File: config.mk
export PLATFORM = sky130hd
export DESIGN_NAME = mce_top
export DESIGN_NICKNAME = d
export VERILOG_FILES = /design/src/rtl/mce_pkg.sv /design/src/rtl/mce_irq_sync.sv /design/src/rtl/mce_rst_pulse.sv /design/src/rtl/mce_bus_seq.sv /design/src/rtl/mce_top.sv
export SDC_FILE = /design/constraint.sdc
export NUM_CORES = 1
export LEC_CHECK = 0
export BUFFER_PORTS_ARGS = -buffer_cell sky130_fd_sc_hd__buf_4
export CAP_MARGIN = 40
export CORE_MARGIN = 1
export CORE_UTILIZATION = 46
export DETAILED_ROUTE_END_ITERATION = 16
export HOLD_SLACK_MARGIN = 0.06
export PLACE_DENSITY = 0.82
export SYNTH_ARGS = -nofsm -noshare
export SYNTH_HDL_FRONTEND = slang
export SYNTH_SLANG_ARGS = --single-unit
File: constraint.sdc
create_clock -name clk -period 1.72 [get_ports clk]
set_input_delay 0.172 -clock clk [delete_from_list [all_inputs] [get_ports clk]]
set_output_delay 0.172 -clock clk [all_outputs]
set_load 0.1 [all_outputs]
File: src/rtl/mce_pkg.sv
package mce_pkg;

  typedef enum logic [1:0] {BUS_IDLE, BUS_ADDR, BUS_DATA} bus_state_e;

  localparam logic [7:0] CODE_IRQ    = 8'h00;
  localparam logic [7:0] CODE_PHYRST = 8'h01;
  localparam logic [7:0] CODE_WRITE  = 8'h02;
  localparam logic [7:0] CODE_READ   = 8'h03;
  localparam logic [7:0] CODE_PINS   = 8'h04;
  localparam logic [7:0] CODE_STATUS = 8'h05;
  localparam logic [7:0] CODE_SETID  = 8'h06;

  // Reply data byte that reports the interrupt level in its top bit.
  function automatic logic [7:0] irq_byte(input logic lvl);
    return {lvl, 7'b0};
  endfunction

  // Output pin pair {a,b} from the low two bits of parameter B.
  function automatic logic [1:0] pin_decode(input logic [1:0] sel);
    return {sel[1], sel[0]};
  endfunction

  function automatic logic code_known(input logic [7:0] code);
    return (code >= CODE_PHYRST) && (code <= CODE_SETID);
  endfunction

  function automatic logic code_replies(input logic [7:0] code);
    return (code == CODE_PINS) || (code == CODE_STATUS);
  endfunction

endpackage

File: src/rtl/mce_irq_sync.sv
module mce_irq_sync #(
  parameter int STAGES = 2
) (
  input  logic clk,
  input  logic rst_n,
  input  logic irq_in,
  output logic irq_lvl,
  output logic irq_rise
);
  logic [STAGES:0] sh;

  always_ff @(posedge clk or negedge rst_n) begin
    if (!rst_n) sh <= '0;
    else        sh <= {sh[STAGES-1:0], irq_in};
  end

  assign irq_lvl  = sh[STAGES-1];
  assign irq_rise = sh[STAGES-1] & ~sh[STAGES];
endmodule

File: src/rtl/mce_rst_pulse.sv
module mce_rst_pulse #(
  parameter int CYCLES = 16
) (
  input  logic clk,
  input  logic rst_n,
  input  logic start,
  output logic active,
  output logic pulse_n
);
  localparam int CW = $clog2(CYCLES + 1);
  logic [CW-1:0] cnt;

  always_ff @(posedge clk or negedge rst_n) begin
    if (!rst_n)           cnt <= '0;
    else if (start)       cnt <= CW'(CYCLES);
    else if (cnt != '0)   cnt <= cnt - 1'b1;
  end

  assign active  = (cnt != '0);
  assign pulse_n = ~active;
endmodule

File: src/rtl/mce_bus_seq.sv
module mce_bus_seq
  import mce_pkg::*;
#(
  parameter int ALE_CYC = 2,
  parameter int RD_CYC  = 4,
  parameter int WR_CYC  = 2
) (
  input  logic       clk,
  input  logic       rst_n,
  input  logic       start,
  input  logic       is_read,
  input  logic [7:0] addr,
  input  logic [7:0] wdata,
  output logic       busy,
  output logic       rd_done,
  output logic [7:0] cur_addr,
  output logic       cs_n,
  output logic       ale,
  output logic       rd_n,
  output logic       wr_n,
  output logic       oe,
  output logic [7:0] dout
);
  localparam int MAXC = (ALE_CYC > RD_CYC) ? ((ALE_CYC > WR_CYC) ? ALE_CYC : WR_CYC)
                                           : ((RD_CYC > WR_CYC) ? RD_CYC : WR_CYC);
  localparam int CW = $clog2(MAXC) + 1;

  bus_state_e    st;
  logic [CW-1:0] cnt;
  logic          rd_q;
  logic [7:0]    a_q;
  logic [7:0]    d_q;
  logic          addr_last;
  logic          data_last;

  assign addr_last = (st == BUS_ADDR) && (cnt == CW'(ALE_CYC - 1));
  assign data_last = (st == BUS_DATA) &&
                     (cnt == (rd_q ? CW'(RD_CYC - 1) : CW'(WR_CYC - 1)));

  always_ff @(posedge clk or negedge rst_n) begin
    if (!rst_n) begin
      st   <= BUS_IDLE;
      cnt  <= '0;
      rd_q <= 1'b0;
      a_q  <= '0;
      d_q  <= '0;
    end else begin
      case (st)
        BUS_IDLE: if (start) begin
          st   <= BUS_ADDR;
          cnt  <= '0;
          rd_q <= is_read;
          a_q  <= addr;
          d_q  <= wdata;
        end
        BUS_ADDR: begin
          if (addr_last) begin
            st  <= BUS_DATA;
            cnt <= '0;
          end else cnt <= cnt + 1'b1;
        end
        BUS_DATA: begin
          if (data_last) st <= BUS_IDLE;
          else           cnt <= cnt + 1'b1;
        end
        default: st <= BUS_IDLE;
      endcase
    end
  end

  assign busy     = (st != BUS_IDLE);
  assign rd_done  = data_last && rd_q;
  assign cur_addr = a_q;
  assign cs_n     = (st == BUS_IDLE);
  assign ale      = (st == BUS_ADDR);
  assign rd_n     = ~((st == BUS_DATA) && rd_q);
  assign wr_n     = ~((st == BUS_DATA) && !rd_q);
  assign oe       = (st == BUS_ADDR) || ((st == BUS_DATA) && !rd_q);
  assign dout     = (st == BUS_ADDR) ? a_q :
                    ((st == BUS_DATA) && !rd_q) ? d_q : 8'h00;
endmodule

File: src/rtl/mce_top.sv
module mce_top
  import mce_pkg::*;
#(
  parameter logic [7:0] REVISION    = 8'h21,
  parameter logic [7:0] DEFAULT_ID  = 8'h1F,
  parameter int         RST_CYCLES  = 16,
  parameter int         ALE_CYCLES  = 2,
  parameter int         RD_CYCLES   = 4,
  parameter int         WR_CYCLES   = 2,
  parameter int         SYNC_STAGES = 2
) (
  input  logic       clk,
  input  logic       rst_n,
  input  logic       cmd_valid,
  input  logic [7:0] cmd_code,
  input  logic [7:0] cmd_a,
  input  logic [7:0] cmd_b,
  output logic       cmd_busy,
  output logic       bus_cs_n,
  output logic       bus_ale,
  output logic       bus_rd_n,
  output logic       bus_wr_n,
  output logic       bus_oe,
  output logic [7:0] bus_dout,
  input  logic [7:0] bus_din,
  input  logic       phy_irq,
  output logic       phy_rst_n,
  output logic       pin_a,
  output logic       pin_b,
  output logic [7:0] ctl_id,
  output logic       rep_valid,
  output logic [7:0] rep_cmd,
  output logic [7:0] rep_d1,
  output logic [7:0] rep_d2
);
  // Named internal events, also observed by the bound checker.
  logic       cmd_accept;
  logic       bus_busy;
  logic       rst_active;
  logic       rd_done;
  logic [7:0] cur_addr;
  logic       irq_lvl;
  logic       irq_rise;
  logic       irq_pend;
  logic       irq_req;
  logic       cmd_rep;
  logic       bus_start;

  assign cmd_busy   = bus_busy | rst_active;
  assign cmd_accept = cmd_valid && !cmd_busy && code_known(cmd_code);
  assign bus_start  = cmd_accept &&
                      ((cmd_code == CODE_WRITE) || (cmd_code == CODE_READ));
  assign cmd_rep    = rd_done || (cmd_accept && code_replies(cmd_code));
  assign irq_req    = irq_pend | irq_rise;

  mce_irq_sync #(.STAGES(SYNC_STAGES)) u_sync (
    .clk(clk), .rst_n(rst_n), .irq_in(phy_irq),
    .irq_lvl(irq_lvl), .irq_rise(irq_rise)
  );

  mce_rst_pulse #(.CYCLES(RST_CYCLES)) u_rstp (
    .clk(clk), .rst_n(rst_n),
    .start(cmd_accept && (cmd_code == CODE_PHYRST)),
    .active(rst_active), .pulse_n(phy_rst_n)
  );

  mce_bus_seq #(.ALE_CYC(ALE_CYCLES), .RD_CYC(RD_CYCLES), .WR_CYC(WR_CYCLES)) u_bus (
    .clk(clk), .rst_n(rst_n), .start(bus_start),
    .is_read(cmd_code == CODE_READ), .addr(cmd_a), .wdata(cmd_b),
    .busy(bus_busy), .rd_done(rd_done), .cur_addr(cur_addr),
    .cs_n(bus_cs_n), .ale(bus_ale), .rd_n(bus_rd_n), .wr_n(bus_wr_n),
    .oe(bus_oe), .dout(bus_dout)
  );

  // Pins and filter identifier.
  always_ff @(posedge clk or negedge rst_n) begin
    if (!rst_n) begin
      pin_a  <= 1'b0;
      pin_b  <= 1'b0;
      ctl_id <= DEFAULT_ID;
    end else if (cmd_accept) begin
      if (cmd_code == CODE_PINS)  {pin_a, pin_b} <= pin_decode(cmd_b[1:0]);
      if (cmd_code == CODE_SETID) ctl_id <= cmd_a;
    end
  end

  // Reply posting: command replies win, interrupt notices wait one cycle.
  always_ff @(posedge clk or negedge rst_n) begin
    if (!rst_n) begin
      rep_valid <= 1'b0;
      rep_cmd   <= '0;
      rep_d1    <= '0;
      rep_d2    <= '0;
      irq_pend  <= 1'b0;
    end else begin
      rep_valid <= cmd_rep | irq_req;
      irq_pend  <= cmd_rep & irq_req;
      if (rd_done) begin
        rep_cmd <= CODE_READ;
        rep_d1  <= cur_addr;
        rep_d2  <= bus_din;
      end else if (cmd_rep) begin
        rep_cmd <= cmd_code;
        rep_d1  <= irq_byte(irq_lvl);
        rep_d2  <= REVISION;
      end else if (irq_req) begin
        rep_cmd <= CODE_IRQ;
        rep_d1  <= irq_byte(irq_lvl);
        rep_d2  <= REVISION;
      end
    end
  end
endmodule

# ---- After elaboration in Yosys (flattened, before gate mapping)
# Cells that the tools add are included.
dict set report totals {
  ff_bits 66
  elab_cells 92
  in_bits 36
}
dict set report classes {
  n_eq_ne 14
  n_lt_le_gt_ge 2
  mux 22
  bitwise 9
  n_reduce_logical 28
  add_sub_neg 2
}
# cell n
set ops {}
lappend ops {{$mux W8} 11}
lappend ops {{$eq A8 B3 Y1 const B} 3}
lappend ops {{$eq A8 B2 Y1 const B} 2}
lappend ops {{$logic_and A1 B1 Y1} 11}
lappend ops {{$mux W5} 2}
lappend ops {{$mux W3} 3}
lappend ops {{$pmux W3 S3} 1}
lappend ops {{$eq A8 B1 Y1 const B} 1}
lappend ops {{$ge A8 B1 Y1 const B} 1}
lappend ops {{$le A8 B3 Y1 const B} 1}
lappend ops {{$mux W2} 4}
lappend ops {{$ne A2 B1 Y1 const B} 3}
lappend ops {{$pmux W2 S3} 1}
lappend ops {{$reduce_and A2 Y1} 3}
lappend ops {{$reduce_and A3 Y1} 2}
lappend ops {{$reduce_bool A3 Y1} 2}
lappend ops {{$reduce_bool A5 Y1} 1}
lappend ops {{$sub A5 B1 Y5 const B} 1}
lappend ops {{$logic_or A1 B1 Y1} 4}
lappend ops {{$not A1 Y1} 4}
lappend ops {{$reduce_bool A2 Y1} 2}
lappend ops {{$add A3 B1 Y3 const B} 1}
lappend ops {{$eq A3 B1 Y1 const B} 1}
lappend ops {{$eq A3 B3 Y1} 1}
lappend ops {{other kinds (7)} 11}

# ---- Depth between registers and ports, before layout
# Gate-level depths: netlist of the first run.
dict set report depth {
  depth_word 9
  depth_mapped 8
  ltp_nobuf 8
}

# ---- Hierarchy
# A second synthesis of the first run with hierarchy kept.
dict set report unflattened {
  cells_unflattened 272
  area_unflattened_um2 3066.7
}
# module n_inst area_each_um2 cells_per_inst
set modules_own_cells {}
lappend modules_own_cells {mce_top 1 1605.3 139}
lappend modules_own_cells {mce_bus_seq 1 1107.3 103}
lappend modules_own_cells {mce_rst_pulse 1 265.3 26}
lappend modules_own_cells {mce_irq_sync 1 88.8 4}

# ---- Worst setup path after synthesis of the first run
# Ideal clock, no wire load.
dict set report synth_path {
  path_type {register to output}
  from {reg u_bus.st[1]}
  to {out bus_dout[0]}
  t_arrival_ns 3.594
  required_ns 1.548
  stages_incl_launch_ff 6
  setup_slack_ns -2.046
  path_cell_list {dfrtp_1 -> inv_1 -> ha_1 -> clkbuf_1 -> clkbuf_1 -> o21ai_0}
}
dict set report synth_between {
  elab_cells_between_ends 5
  classes_between {eq/ne: 2; mux: 2; reduce/logical: 1}
}
# element line
set synth_rtl {}
lappend synth_rtl {{start, declared} mce_bus_seq.sv:28} ;# bus_state_e st;
lappend synth_rtl {{start signal, assigned} mce_bus_seq.sv:42} ;# st <= BUS_IDLE;
lappend synth_rtl {{start signal, assigned} mce_bus_seq.sv:50} ;# st <= BUS_ADDR;
lappend synth_rtl {{start signal, assigned} mce_bus_seq.sv:58} ;# st <= BUS_DATA;
lappend synth_rtl {{$eq A2 B1 Y1} -}
lappend synth_rtl {{via bus_ale} mce_top.sv:20} ;# output logic bus_ale,
lappend synth_rtl {{$mux W8} mce_bus_seq.sv:79} ;# assign dout = (st == BUS_ADDR) ? a_q :
lappend synth_rtl {{end, declared} mce_top.sv:24} ;# output logic [7:0] bus_dout,
# The timed path passes the listed nets, and every way through them passes these cells.

# ---- Worst setup path after layout of the first run
dict set report layout_path {
  from {reg u_bus.st[1]}
  to {out bus_dout[0]}
}
dict set report layout_between {
  elab_chain_len 4
  elab_cells_between_ends 5
  classes_between {eq/ne: 2; mux: 2; reduce/logical: 1}
}
# element line
set layout_rtl {}
lappend layout_rtl {{$eq A2 B2 Y1} mce_bus_seq.sv:80} ;# ((st == BUS_DATA) && !rd_q) ? d_q : 8'h00;
lappend layout_rtl {{$logic_and A1 B1 Y1} mce_bus_seq.sv:80}
lappend layout_rtl {{$mux W8} mce_bus_seq.sv:80}
lappend layout_rtl {{$mux W8 *} mce_bus_seq.sv:79}
# Every way passes the cells marked *; elsewhere a longest branch is shown, timed or not.

==> results.md, run 1 <==
- Outcome: complete, but fails checks
- Failing checks: setup timing
- R2R setup slack: -0.07 ns
- Kind of critical path: register to primary output
- Nets: 423
- TritonCTS buffer count: 9
- Dpl ws: -0.0496 ns
- DR vias/cell: 5.45
- Leakage: 2.39 nW
- Share of cells above drive strength 1: 59.9%
- Die Ht: 81.3 um
- H-tree depth: 3
- Tot GR Track Use: 25.1%
- Maximum vdd ir drop: 0.000566 V
- Unrepaired setup endpoints after global routing: true
- Row count: 28
- I/O Buffers: 85
- First-pass GRT wire length: 12,000 um
- Placeable Area: 5990 um2
- Endpoints failing setup: 28
- Final Hold Viols: 0
- Arr. time, crit path: 1.71 ns
- CP Capture Type: primary output
- Initial core utilization: 48.2%
- Slew Limit Fails: 0
- Routed WL per cell: 18.8 um
- Residual DRC: 0
- Die Footprint: 6600 um2
- CTS tree: built
- Worst min-delay path class: input pin to register
- Worst Setup Start Kind: register
- Setup Skew: 0.0108 ns
- Gp weighted congestion: 0.811
- Post-synth cell types: 41
- Starting DRC count in detailed routing: 120
- Detailed Routing Iterations Pass 1: 4
- Synth warn: 0
- Final period util: 109%
- Initial antenna violation count: 0
- DIE WIDTH: 81.3 um
- Commonest non-fill, non-tap cell in the layout: buf_4
- Final WS setup: -0.157 ns
- Yosys top cell area share: 52.8%
- Diode count: 0
- Placed insts: 410
- Most frequent cells in the layout: 101 x buf_4, 61 x dfrtp_1, 25 x mux2_2
- Clock Tree Root: clkbuf_8
- Post-Synthesis Cells: 233
- Final instance area: 4800 um2
- Worst-path clk slew: 0.08 ns
- Mapped Area: 2890 um2
- Final WL: 8610 um
- Clk_lat worst skew: 0.34 ns
- WP data required: 1.55 ns
- Syn_nets: 277
- Sequential fraction of the synthesis area: 57.4%
- Number of synthesized register bits: 66
- Worst rel slew slack: 67.3%
- Synth area leaders: dfrtp_1 53%, mux2_2 12%, dfstp_2 4.5%
- Via count: 2,502
- Max Cap Viol: 0
- Number of global-route vias before repair: 2,485
- Ports: 86
- Fin cells: 459
- Clock Tree Buf Depth: 2
- Post-synthesis average cell area: 12.4 um2
- Cell Pwr Density: 883 nW/um2
- Final min period: 1.88 ns
- Detailed placement HPWL: 5110 um
- P&R area growth vs syn: 66.0%
- Critical path fanouts, max: 10
- DP Area: 4060 um2
- Grt total ovfl: 0
- Worst-Margin Slew: 0.487 ns
- Post-synth top area cell: dfrtp_1
- Fmax: 0.533 GHz
- Clock sink count: 66
- Largest net degree at the start of global routing: 37
- Routed Antenna Nets: 0
-- synth_stat cells --
library cell	instances
dfrtp_1	61
o2bb2ai_1	2
a211oi_1	1
and3b_1	1
buf_4	1
nand4_1	1
a31o_2	3
inv_2	2
or2_2	1
o21ai_0	12
nand3_2	1
nand4_2	1
a31oi_1	1
and4_1	1
and2_1	5
ha_1	8
inv_1	12
a21o_1	2
xnor2_1	3
o211ai_1	1
nand3b_1	1
nor4bb_1	1
nor3_4	2
clkbuf_1	2
a22o_1	13
nand2_1	23
nor2_1	11
a21oi_1	7
o22a_1	2
nor4b_1	1
and4bb_2	1
and3_1	1
nand4_4	1
mux2_2	31
nor2b_1	1
nor3_1	2
nand3_1	4
buf_2	2
nor4_4	1
buf_1	1
dfstp_2	5
-- final cells by class --
cell class,instances,area [um2]
clock buffers,9,124
clock inverters,7,78.8
fillers,319,1190
inverters,14,67.6
multi-input cells,147,1440
flip-flops and latches,66,1660
well taps,75,93.8
repair buffers,141,1330
-- critical path, cell delays in order, from the launching register on --
cell and delay [ns]:
dfrtp_1 0.43, ha_4 0.20, inv_4 0.05, nor2_4 0.09
buf_12 0.14, nand2_1 0.10, o21ai_4 0.16, buf_12 0.19
-- flip-flops by register name (all words and copies together), names as in the netlist, 5 cells and up --
| name | cells |
|---|---|
| rep_cmd | 8 |
| u_bus.cur_addr | 8 |
| u_rstp.cnt | 5 |
| rep_d2 | 8 |
| u_bus.d_q | 8 |
| ctl_id | 8 |
| rep_d1 | 8 |
-- layer usage --
layer	up-vias	global-route usage [%]	wire length (um)
li1	1120	-	-
met1	1249	30.1	3280
met2	107	42.9	4530
met3	26	6.07	511
met4	0	10.2	291
met5	-	0	0
-- cells by family after synthesis --
logic type / after synthesis / share of synthesized area [%]
buf+inv: 20 / 2.82
fa+ha+maj: 8 / 3.46
flops: 66 / 57.4
mux: 31 / 12.1
simple gates: 61 / 12.7
xor+xnor: 3 / 0.910
compound gates: 44 / 10.6
-- metrics by stage --
| stage | total power, mW | hold slack, ns | util, % | setup TNS, ns |
|---|---|---|---|---|
| after floorplan | 2.38 | -0.124 | - | -3.30 |
| after global placement | 2.70 | 0.122 | 67.7 | -0.0309 |
| after detailed placement | 2.72 | 0.123 | 67.7 | -0.191 |
| after CTS | 4.13 | 0.0603 | 77.0 | -0.929 |
| after global routing | 4.41 | 0.0643 | 80.1 | -3.63 |
| final | 4.23 | 0.0621 | 80.1 | -1.62 |
-- power by group --
part	switching, mW	leakage, nW	internal (mW)	total [mW]
sequential	0.0672	0.872	1.64	1.71
combinational	0.648	1.42	0.550	1.20
clock	0.643	0.0973	0.681	1.32
-- final timing paths --
kind                                    from           end  cells after the start
worst max-delay path             u_bus.st[1]   bus_dout[0]                      7
worst min-delay path                cmd_b[7]  u_bus.d_q[7]                      2
worst max register to register   u_bus.st[1]  u_bus.cnt[0]                      7
worst min register to register  u_sync.sh[0]  u_sync.sh[1]                      0
max in group asynchronous              rst_n     ctl_id[4]                      3
min in group asynchronous              rst_n    rep_cmd[6]                      2
-- timing repair --
item                       CTS  global route
resized for setup           42            25
gates cloned                 0             1
buffers inserted             6            14
hold buffers                13             1
setup endpoints to repair   23            43
hold endpoints to repair    42             1
pin swaps                    8            15
Power figures use the tool's default switching activity.
==> run 2, diff against run 1 <==
- CORE_UTILIZATION: 46 -> 48
- CTS_BUF_LIST: default -> sky130_fd_sc_hd__clkbuf_2 sky130_fd_sc_hd__clkbuf_4 sky130_fd_sc_hd__clkbuf_8
- PLACE_DENSITY: 0.82 -> 0.85
==> run 2 against run 1 <==
The flow still finishes with violations (setup timing). Utilization increased by 10 points. Maximum frequency decreased by 3.7%. Clock skew increased by 0.0018 ns. Sequential power about the same. Critical path depth increased by 1. Total power increased by 13%. Largest cell class unchanged.
==> results.md, run 2 (synthesized netlist as in run 1, its figures left out) <==
- Number of global-route vias before repair: 2,849
- First-pass GRT wire length: 15,600 um
- Worst-path clk slew: 0.08 ns
- DR vias/cell: 5.90
- Final Hold Viols: 0
- Starting DRC count in detailed routing: 231
- Clock Tree Root: clkbuf_8
- Nets: 437
- Final WL: 11,300 um
- Clock power frac: 34.2%
- Clock Tree Buf Depth: 2
- Fmax: 0.513 GHz
- Final min period: 1.95 ns
- Diode count: 0
- Fin cells: 470
- Worst rel slew slack: 66.4%
- Tot GR Track Use: 35.2%
- Final WS setup: -0.230 ns
- Grt total ovfl: 0
- Via count: 2,774
- WP depth: 8
- Sequential fraction of design power: 36.1%
- Endpoints failing setup: 45
- Gp weighted congestion: 0.826
- P&R area growth vs syn: 76.0%
- CTS tree: built
- Slew Limit Fails: 0
- Cell Pwr Density: 940 nW/um2
- WP data required: 2.00 ns
- Largest net degree at the start of global routing: 35
- Leakage: 2.52 nW
- Worst min-delay path endpoint: rep_d2[3]
- Commonest non-fill, non-tap cell in the layout: buf_4
- Placeable Area: 5640 um2
- Die Footprint: 6330 um2
- CP max-delay cell: dfrtp_2
- Setup Skew: 0.0126 ns
- Worst reg2reg path depth: 8
- Int Pwr: 3.28 mW
- Detailed Routing Iterations Pass 1: 4
- CP dominant cell by count: buf_6
- Initial core utilization: 51.2%
- I/O Buffers: 85
- Worst path cell trace: ha_4 > buf_4 > and3b_1 > and3_2 > nor3_4 > buf_6 > buf_6 > a22o_1
- Initial antenna violation count: 0
- CP Capture Type: register
- Worst path bufs/invs: 3
- Unrepaired setup endpoints after global routing: true
- Share of cells above drive strength 1: 60.6%
- Row count: 27
- Residual DRC: 0
- Outcome: complete, but fails checks
- DIE WIDTH: 79.6 um
- Arr. time, crit path: 2.23 ns
- Placed insts: 409
- TritonCTS buffer count: 9
- Ports: 86
- Hold Path Origin: bus_din[3]
- Worst-Margin Slew: 0.498 ns
- Critical R2R Capture: rep_d1[0]
- Most frequent cells in the layout: 96 x buf_4, 60 x dfrtp_1, 22 x dlygate4sd3_1
- Routed Antenna Nets: 0
- H-tree depth: 3
- Critical path fanouts, max: 5
- Clk_lat worst skew: 0.36 ns
- Detailed placement HPWL: 5330 um
- Family with the most delay on the worst path: simple AND/OR/NAND/NOR gates
- Failing checks: setup timing
- Worst min-delay path class: input pin to register
- Die Ht: 79.6 um
- Sw Ratio: 31.4%
- Final period util: 113%
- Worst Setup Start Kind: register
- Final-layout fill cell count: 202
- Util after Layout: 90.1%
- Maximum vdd ir drop: 0.00103 V
- Routed WL per cell: 24.1 um
- Hold depth: 2
- Net Sw Power: 1.50 mW
- TNS Setup: -5.68 ns
- Clock sink count: 66
- R2R setup slack: -0.23 ns
- R2R Path Start: u_bus.st[1]
- Kind of critical path: register to register
- CP peak stage delay: 0.45 ns
- Logic pwr share: 29.7%
- Max Cap Viol: 0
[run 2: changes by cell type in the layout (fill, tap and decap cells not counted), moves of 4 or more]
cell and delta:
dlygate4sd3_1 +8, buf_6 +4, buf_4 -5, mux2_2 -4
buf_12 +5, mux2_4 +4
[run 2: stage by stage]
step,power (mW),worst slack (ns),instance area [um2],hold WS [ns]
5_1_grt,4.92,-0.287,5080,0.0599
3_3_place_gp,2.71,-0.0285,4070,0.137
3_5_place_dp,2.75,-0.0996,4070,0.146
6_report,4.78,-0.230,5080,0.0640
4_1_cts,4.54,-0.151,4920,0.0617
2_1_floorplan,2.38,-0.192,3190,-0.124
[run 2: timing repair]
action                                 4_1_cts  5_1_grt
hold buffers                                20        2
pin swaps                                   20        7
cloned                                       2        0
gates resized for setup                     75       20
setup endpoints to repair                   41       60
buffers inserted                            14        7
endpoints found under the hold margin       55        3
[run 2: power groups by stage]
stage                     registers [mW]  clock network (mW)  logic [mW]
after floorplan                     1.79                   0       0.584
after global placement              1.73                   0       0.982
after detailed placement            1.74                   0        1.02
after CTS                           1.72                1.60        1.23
after global routing                1.73                1.71        1.48
final                               1.72                1.64        1.42
[run 2: worst max-delay path by stage]
stage	slack, ns	start	endpoint
CTS	-0.15	u_bus.st[0]	bus_dout[2]
global placement	-0.03	u_rstp.cnt[3]	ctl_id[7]
finish	-0.23	u_bus.st[1]	rep_d1[0]
floorplan	-0.19	u_bus.st[1]	ctl_id[6]
global route	-0.29	u_bus.st[1]	rep_d1[0]
detailed placement	-0.1	u_rstp.cnt[1]	ctl_id[7]
[run 2: cell type report]
class / count / area [um2] / area share, %
clock buffer: 9 / 124 / 2.44
clock inverter: 7 / 116 / 2.29
inverter: 14 / 67.6 / 1.33
multi-input combinational: 148 / 1490 / 29.3
sequential: 66 / 1660 / 32.6
tap: 72 / 90.1 / 1.77
timing repair buffer: 154 / 1540 / 30.2
[run 2: routing by layer]
layer  GRT usage (%)  vias to the layer above  share of wire, %
met2            61.0                      184                50
li1                -                     1147                 -
met4            18.2                        0               5.6
met1            39.6                     1383                37
met5               0                        -                 0
met3            9.03                       60               7.6
[run 2: worst register-to-register path: stages, from the launching register on]
cell and delay, ns:
dfrtp_2 0.45, ha_4 0.18, buf_4 0.14, and3b_1 0.23, and3_2 0.24, nor3_4 0.20, buf_6 0.16, buf_6 0.12
a22o_1 0.17
